**config.mk**
```make
export PLATFORM = sky130hd
export DESIGN_NAME = desc_dma2d
export DESIGN_NICKNAME = d
export VERILOG_FILES = /design/src/rtl/desc_dma2d.sv
export SDC_FILE = /design/constraint.sdc
export NUM_CORES = 1
export LEC_CHECK = 0
export BUFFER_PORTS_ARGS = -buffer_cell sky130_fd_sc_hd__buf_2
export CAP_MARGIN = 10
export CELL_PAD_IN_SITES_DETAIL_PLACEMENT = 1
export CELL_PAD_IN_SITES_GLOBAL_PLACEMENT = 1
export CORE_ASPECT_RATIO = 0.7
export CORE_MARGIN = 2
export CORE_UTILIZATION = 44
export CTS_BUF_LIST = sky130_fd_sc_hd__clkbuf_2
export DETAILED_ROUTE_END_ITERATION = 10
export PLACE_DENSITY = 0.83
export SLEW_MARGIN = 20
export SYNTH_ARGS = -nofsm -noshare
export SYNTH_HDL_FRONTEND = slang
export SYNTH_SLANG_ARGS = --single-unit
```
**constraint.sdc**
```tcl
create_clock -name clk -period 4.15 [get_ports clk]
set_input_delay 0.415 -clock clk [delete_from_list [all_inputs] [get_ports clk]]
set_output_delay 0.415 -clock clk [all_outputs]
set_load 0.01 [all_outputs]
```
**src/rtl/desc_dma2d.sv**
```systemverilog
module desc_dma2d (
  input  logic        clk,
  input  logic        rst_n,
  input  logic        start,
  input  logic        chan_en,
  input  logic [31:0] head_ptr,
  output logic        mem_req,
  output logic        mem_we,
  output logic [31:0] mem_addr,
  output logic [31:0] mem_wdata,
  input  logic        mem_ack,
  input  logic [31:0] mem_rdata,
  output logic [31:0] info_o,
  output logic [31:0] src_o,
  output logic [31:0] dst_o,
  output logic [31:0] len_o,
  output logic [31:0] stride_o,
  output logic [31:0] next_o,
  output logic [31:0] cur_o,
  output logic        done_o,
  output logic        irq_o,
  output logic        idle_o
);

  typedef enum logic [2:0] {
    S_IDLE, S_CHECK, S_FETCH, S_SETUP, S_XRD, S_XWR, S_ROWEND, S_DONE
  } state_t;

  state_t      state;
  logic [2:0]  idx;
  logic [31:0] cur, info, src, dst, len, strd, nxt;
  logic [13:0] rows;
  logic [31:0] row_len, bytes, data;

  logic        two_d, rd_phase, wr_phase, word_done;
  logic [13:0] rows_init;
  logic [31:0] row_len_init, bytes_nx, sstep, dstep;

  assign two_d        = info[1];
  assign rd_phase     = (state == S_XRD) && !info[11];
  assign wr_phase     = (state == S_XWR) && !info[7];
  assign word_done    = (state == S_XWR) && (info[7] || mem_ack);
  assign rows_init    = two_d ? len[29:16] : 14'd1;
  assign row_len_init = two_d ? {16'd0, len[15:0]} : len;
  assign bytes_nx     = bytes - 32'd4;
  assign sstep        = {{16{strd[15]}}, strd[15:0]};
  assign dstep        = {{16{strd[31]}}, strd[31:16]};

  assign mem_req   = (state == S_FETCH) || rd_phase || wr_phase;
  assign mem_we    = wr_phase;
  assign mem_addr  = (state == S_FETCH) ? cur + {27'd0, idx, 2'd0} :
                     (wr_phase ? dst : src);
  assign mem_wdata = data;

  assign info_o   = info;
  assign src_o    = src;
  assign dst_o    = dst;
  assign len_o    = len;
  assign stride_o = strd;
  assign next_o   = nxt;
  assign cur_o    = cur;
  assign done_o   = (state == S_DONE);
  assign irq_o    = (state == S_DONE) && info[0];
  assign idle_o   = (state == S_IDLE);

  always_ff @(posedge clk or negedge rst_n) begin
    if (!rst_n) begin
      state   <= S_IDLE;
      idx     <= '0;
      cur     <= '0;
      info    <= '0;
      src     <= '0;
      dst     <= '0;
      len     <= '0;
      strd    <= '0;
      nxt     <= '0;
      rows    <= '0;
      row_len <= '0;
      bytes   <= '0;
      data    <= '0;
    end else begin
      case (state)
        S_IDLE: begin
          if (start) begin
            cur   <= head_ptr;
            state <= S_CHECK;
          end
        end
        S_CHECK: begin
          if (chan_en && cur != 32'd0) begin
            idx   <= '0;
            state <= S_FETCH;
          end else begin
            state <= S_IDLE;
          end
        end
        S_FETCH: begin
          if (mem_ack) begin
            case (idx)
              3'd0:    info <= mem_rdata;
              3'd1:    src  <= mem_rdata;
              3'd2:    dst  <= mem_rdata;
              3'd3:    len  <= mem_rdata;
              3'd4:    strd <= mem_rdata;
              default: nxt  <= mem_rdata;
            endcase
            if (idx == 3'd5) state <= S_SETUP;
            else             idx   <= idx + 3'd1;
          end
        end
        S_SETUP: begin
          rows    <= rows_init;
          row_len <= row_len_init;
          bytes   <= row_len_init;
          if (rows_init == 14'd0)         state <= S_DONE;
          else if (row_len_init == 32'd0) state <= S_ROWEND;
          else                            state <= S_XRD;
        end
        S_XRD: begin
          if (info[11]) begin
            data  <= 32'd0;
            state <= S_XWR;
          end else if (mem_ack) begin
            data  <= mem_rdata;
            state <= S_XWR;
          end
        end
        S_XWR: begin
          if (word_done) begin
            if (info[8]) src <= src + 32'd4;
            if (info[4]) dst <= dst + 32'd4;
            bytes <= bytes_nx;
            len   <= two_d ? {2'b00, rows, bytes_nx[15:0]} : bytes_nx;
            state <= (bytes_nx == 32'd0) ? S_ROWEND : S_XRD;
          end
        end
        S_ROWEND: begin
          rows <= rows - 14'd1;
          if (rows != 14'd1) begin
            src   <= src + sstep;
            dst   <= dst + dstep;
            bytes <= row_len;
            state <= (row_len == 32'd0) ? S_ROWEND : S_XRD;
          end else begin
            state <= S_DONE;
          end
        end
        S_DONE: begin
          cur   <= nxt;
          state <= S_CHECK;
        end
        default: state <= S_IDLE;
      endcase
    end
  end

endmodule

```
### After elaboration in Yosys (flattened, before gate mapping)

Cells that the tools add are included.
W data, S select, Z words.

| operators by class | value |
|---|---|
| $add $sub $neg | 8 |
| equal/unequal tests | 26 |
| mux-type cells | 46 |
| bitwise gates (word level) | 1 |
| reduce and logical (&&, ||, !) cells | 36 |

Operators by type and width:

| operator | number |
|---|---|
| $mux W32 | 22 |
| $pmux W32 S3 | 3 |
| $pmux W32 S2 | 2 |
| $logic_not A32 Y1 | 3 |
| $add A32 B3 Y32 const B | 2 |
| $add A32 B32 Y32 | 2 |
| $add A32 B5 Y32 | 1 |
| $reduce_bool A32 Y1 | 1 |
| $sub A32 B3 Y32 const B | 1 |
| $pmux W14 S2 | 1 |
| $mux W3 | 9 |
| $pmux W3 S8 | 1 |
| $eq A3 B3 Y1 const B | 6 |
| $ne A2 B2 Y1 const B | 8 |
| $logic_not A14 Y1 | 1 |
| $mux W14 | 1 |
| $ne A14 B1 Y1 const B | 1 |
| $sub A14 B1 Y14 const B | 1 |
| $eq A3 B2 Y1 const B | 4 |
| $mux W2 | 6 |
| $reduce_and A3 Y1 | 4 |
| $reduce_and A6 Y1 | 2 |
| $reduce_bool A2 Y1 | 5 |
| $ne A2 B1 Y1 const B | 4 |
| other kinds (14) | 26 |

| storage, ports and cells | value |
|---|---|
| register bits after elaboration | 340 |
| bits of input ports | 69 |
| output and inout bits | 293 |

### Depth between registers and ports, before layout

| logic depth | value |
|---|---|
| depth after elaboration | 5 |
| gate-level depth with buffers | 12 |
| depth with buffers taken out | 12 |

### Worst setup path after synthesis

Ideal clock, no wire load.

| timing | value |
|---|---|
| path type | reg2reg |
| start point | register strd[31], in the netlist stride_o[31] |
| end point | register dst[31], in the netlist dst_o[31] |
| setup time | 0.131 ns |
| data arrival time | 3.409 ns |
| required time | 4.019 ns |
| setup slack | 0.610 ns |
| stages on the path, launching flop included | 12 |
| path buffers | 0 |
| cell sequence | dfrtp_1 > ha_1 > o21ai_0 > a21oi_1 > a311o_1 > a21o_1 > a2111oi_0 > o21ai_1 > a211oi_1 > nor3b_1 > nor4bb_1 > a211oi_1 |

| between the ends | value |
|---|---|
| longest elaborated chain between the ends | 3 |

Ends and longest elaborated chain:

| element | RTL line | text |
|---|---|---|
| from (decl) | 31 | `logic [31:0] cur, info, src, dst, len, strd, nxt;` |
| from (signal assigned) | 104 | `3'd4: strd <= mem_rdata;` |
| $add A32 B32 Y32 | 141 | `dst <= dst + dstep;` |
| $mux W32 | 139 | `if (rows != 14'd1) begin` |
| $pmux W32 S3 | 82 | `case (state)` |
| to (signal assigned) | 102 | `3'd2: dst <= mem_rdata;` |
| to (signal assigned) | 131 | `if (info[4]) dst <= dst + 32'd4;` |
| to (signal assigned) | 141 |  |
| to (decl) | 31 |  |

No other way between the ends. The select of a mux whose other input is x is not followed.
A chain may end at the register's enable or synchronous reset.

### Worst setup path in the final report

| timing | value |
|---|---|
| start point | register idx[0] |
| end point | output mem_addr[26] |

| between the ends | value |
|---|---|
| longest elaborated chain between the ends | 2 |

Ends and longest elaborated chain:

| element | RTL line | text |
|---|---|---|
| from (decl) | 30 | `logic [2:0] idx;` |
| from (signal assigned) | 108 | `else idx <= idx + 3'd1;` |
| $add A32 B5 Y32 | 51 | `assign mem_addr = (state == S_FETCH) ? cur + {27'd0, idx, 2'd0} :` |
| $mux W32 | 51 |  |
| to (decl) | 9 | `output logic [31:0] mem_addr,` |

No other way between the ends.

==> results.md <==
* Ratio of cells with drive above 1 in the final layout at 24.9%
* Slew HR at 15.8%
* Asr flop ratio synth at 100%
* Worst EP arrival at 3.78 ns
* Port bufs at 361
* GPL Wtd Cong at 0.976
* Slowest stage cell, crit path: dfrtp_2
* Vias post-DR at 23,259
* DRC viols at 0
* Max-Cap Viols at 0
* Syn_nets at 2,520
* Area growth syn-to-layout at 21.0%
* FF+latch count, synth at 340
* Critical path's largest stage delay at 0.49 ns
* Via-per-instance ratio at 6.60
* Met2 GRT Util at 56.7%
* Overall routing resource usage at 40.4%
* Critical path class: flop to output port
* Synth top area share at 40.3%
* Core area at 47,600 µm²
* Final hold viol count at 0
* Max Clk Rate at 238 MHz
* Nets@finish at 2,982
* Syn_area_per_cell at 8.90 µm²
* Most frequent cell after synthesis: nand2_1
* CTS tree: done
* Yosys cell types at 77
* Cell area after synthesis at 21,100 µm²
* I/O pin count at 362
* Worst Setup End Kind: output port
* Max VDD drop at 0.000414 V
* Detail Route Antenna Nets at 0
* GR Util met3 at 12.9%
* Net switching power at 11.8 mW
* Status: finished with violations
* Worst path buffer plus inverter count at 3
* H-tree levels at 3
* DP Area at 23,600 µm²
* Die height at 187 µm
* Wire per inst at 29.3 µm
* Hold-critical path depth at 4
* Die Area at 49,800 µm²
* Row count at 67
* Failing checks: setup timing
* Final setup fails at 3
* Post-DP HPWL at 69.7 mm
* Leading area contributor after synthesis: dfrtp_1
* Vias in the first global route at 23,455
* CP Depth at 12
* Fin crit share at 101%
* Clk pwr share at 11.6%
* Worst Path Max Fanout at 4
* Pleak at 12.1 nW
* Post-route cell area at 25,500 µm²
* YS warnings at 0
* Post-synth top cells: 346 x nand2_1, 340 x dfrtp_1, 214 x o21ai_0
* Hold Crit Class: input port to flop
* GR Layer Usage met1 at 55.9%
* First-pass GRT wire length at 152 mm
* Critical-path cell list: ha_4 > inv_1 > fa_2 > inv_1 > a21oi_2 > or3_4 > nor2_4 > nand4_1 > xnor2_1 > nand2_1 > o21ai_1 > buf_2
* Worst-Skew Late Latency at 1.24 ns
* Max Clock Skew at 0.137 ns
* Fin cells at 3,526
* Post-synthesis sequential area ratio at 40.3%
* Switching part of the total power at 53.5%
* RSZ-0062 raised after global routing: yes
* R2R cell count at 13
* Gr ovfl total at 0
* CTS Root Buffer Type: clkbuf_2
* Final Critical Period at 4.20 ns
* Initial cell density of the core at 44.3%
* CTS sink cnt at 340
* Final worst slack at -0.0478 ns
* Number of CTS-inserted buffers at 89
* Placed cells at 3,263
* Total Wirelength at 103 mm
* Setup TNS at -0.0890 ns
* Busiest grt layer: met2
* Worst Max-Slew Pin Slew at 1.26 ns
* Largest net degree at the start of global routing at 88
* Top FF cell, synth: dfrtp_1
* DRT iter0 DRCs at 3,249
* Pre-antenna DRT Iters at 8
* Flop pwr share at 33.1%
* Gate Count Post-Synth at 2,372
* EDFF count, synth at 0
* Fin util at 53.7%
* Top Family by Delay on Critical Path: simple AND/OR/NAND/NOR gates
* Chip width at 266 µm
* Startpoint class of the critical path: flop
* Max Buffers Root-to-Sink at 3
* Clock transition at the registers of the reported paths at 0.12 ns
* Initial antenna violation count at 4
* Most used cell, CP: inv_1
* Top post-synthesis cells by area: dfrtp_1 40%, nand2_1 6.2%, mux2_2 5.1%
* Final count of pins violating max slew at 0
* Combinational share of power at 55.3%
* PD cells at 861 nW/µm²
* CP required at 3.73 ns
* Int Power at 10.2 mW
==> final timing paths <==
check	endpoint	slack, ns	startpoint
min in group asynchronous	stride_o[2]	0.40	rst_n
worst max-delay path	mem_addr[26]	-0.05	idx[0]
max in group asynchronous	info_o[6]	3.10	rst_n
worst max register to register	dst_o[30]	0.27	dst_o[0]
worst min register to register	mem_wdata[8]	0.51	mem_wdata[8]
worst min-delay path	cur_o[12]	0.08	head_ptr[12]
==> tightest hold or removal path, stage by stage <==
cell           delay, ns
dlygate4sd3_1       0.55
buf_2               0.11
mux2i_1             0.05
o21ai_0             0.14
==> final cells by class <==
| cell class | instances | area, µm² |
|---|---|---|
| clock buffers | 121 | 606 |
| clock inverters | 35 | 179 |
| fillers | 5701 | 22100 |
| repair buffers | 523 | 3330 |
| diodes | 6 | 15.0 |
| multi-input cells | 1847 | 12000 |
| inverters | 33 | 124 |
| flip-flops and latches | 340 | 8520 |
| well taps | 621 | 777 |
==> power groups by stage <==
stage,combinational [mW],clock [mW],sequential (mW)
after floorplan,6.41,0,6.73
after global placement,10.7,0,6.95
after detailed placement,11.1,0,7.08
after CTS,11.5,2.48,7.02
after global routing,12.9,2.74,7.40
final,12.2,2.56,7.28
==> layer usage <==
layer | up-vias | wire length (µm)
met4 | 0 | 6230
met3 | 424 | 12900
met5 | - | 0
met2 | 1681 | 42200
met1 | 11511 | 41900
li1 | 9643 | -
==> kinds of logic after synthesis <==
group | after synthesis | share of synthesized area, %
and+or+nand+nor | 813 | 17.8
AOI/OAI and AO/OA | 678 | 20.4
DFF | 340 | 40.3
buffers and inverters | 185 | 3.67
muxes | 168 | 8.53
xor gates and xnor gates | 109 | 4.56
adders and majority gates | 79 | 4.79
==> repair_timing <==
action                     CTS  global route
hold buffers                85             0
setup buffers                9             7
pin swaps                    3             5
hold endpoints to repair   579             0
resized for setup           10            21
cloned                       0             0
setup endpoints to repair   29            29
==> flip-flops by register name (all words and copies together) (netlist names) <==
register	flops
bytes	32
cur_o	32
dst_o	32
idx	3
info_o	32
len_o	32
mem_wdata	32
next_o	32
row_len	32
rows	14
src_o	32
state	3
stride_o	32
==> cell usage in the layout (no fill, tap or decap), types with 9 or more instances in the layout <==
cell           netlist  layout
o22ai_1             22      22
o311ai_0            10      10
clkinv_1             0      25
inv_1               32      32
xnor2_1             61      61
mux2_2              96      96
a21oi_1            157     154
or3_1               10       9
a222oi_1            10      10
buf_2                7     360
dfrtp_1            340     334
and3_1              24      23
nand3b_1            20      20
a211oi_1            13      13
a221oi_1            32      32
nand2b_1            13      13
buf_4               17      72
o211ai_1            19      19
o21ai_0            214     210
a31oi_1             32      32
nor3_1              36      33
clkbuf_2             0     121
nor2_1             184     174
nor4_1              40      40
mux2i_1             72      71
or2_2               11       9
nand3_1             50      49
xor2_1              47      47
nand2_1            346     346
dlygate4sd3_1        0      84
o221ai_1            10       9
nand4_1             34      34
ha_1                76      75
a21o_1              44      44
a22o_1              45      45
==> stage by stage <==
step	setup slack (ns)	hold WS [ns]	power, mW
2_1_floorplan	0.610	0.119	13.1
3_3_place_gp	0.342	0.464	17.6
3_5_place_dp	0.241	0.472	18.2
4_1_cts	0.0173	0.0759	21.0
5_1_grt	-0.222	0.0659	23.0
6_report	-0.0478	0.0839	22.0
(Power assumes the default switching activity.)
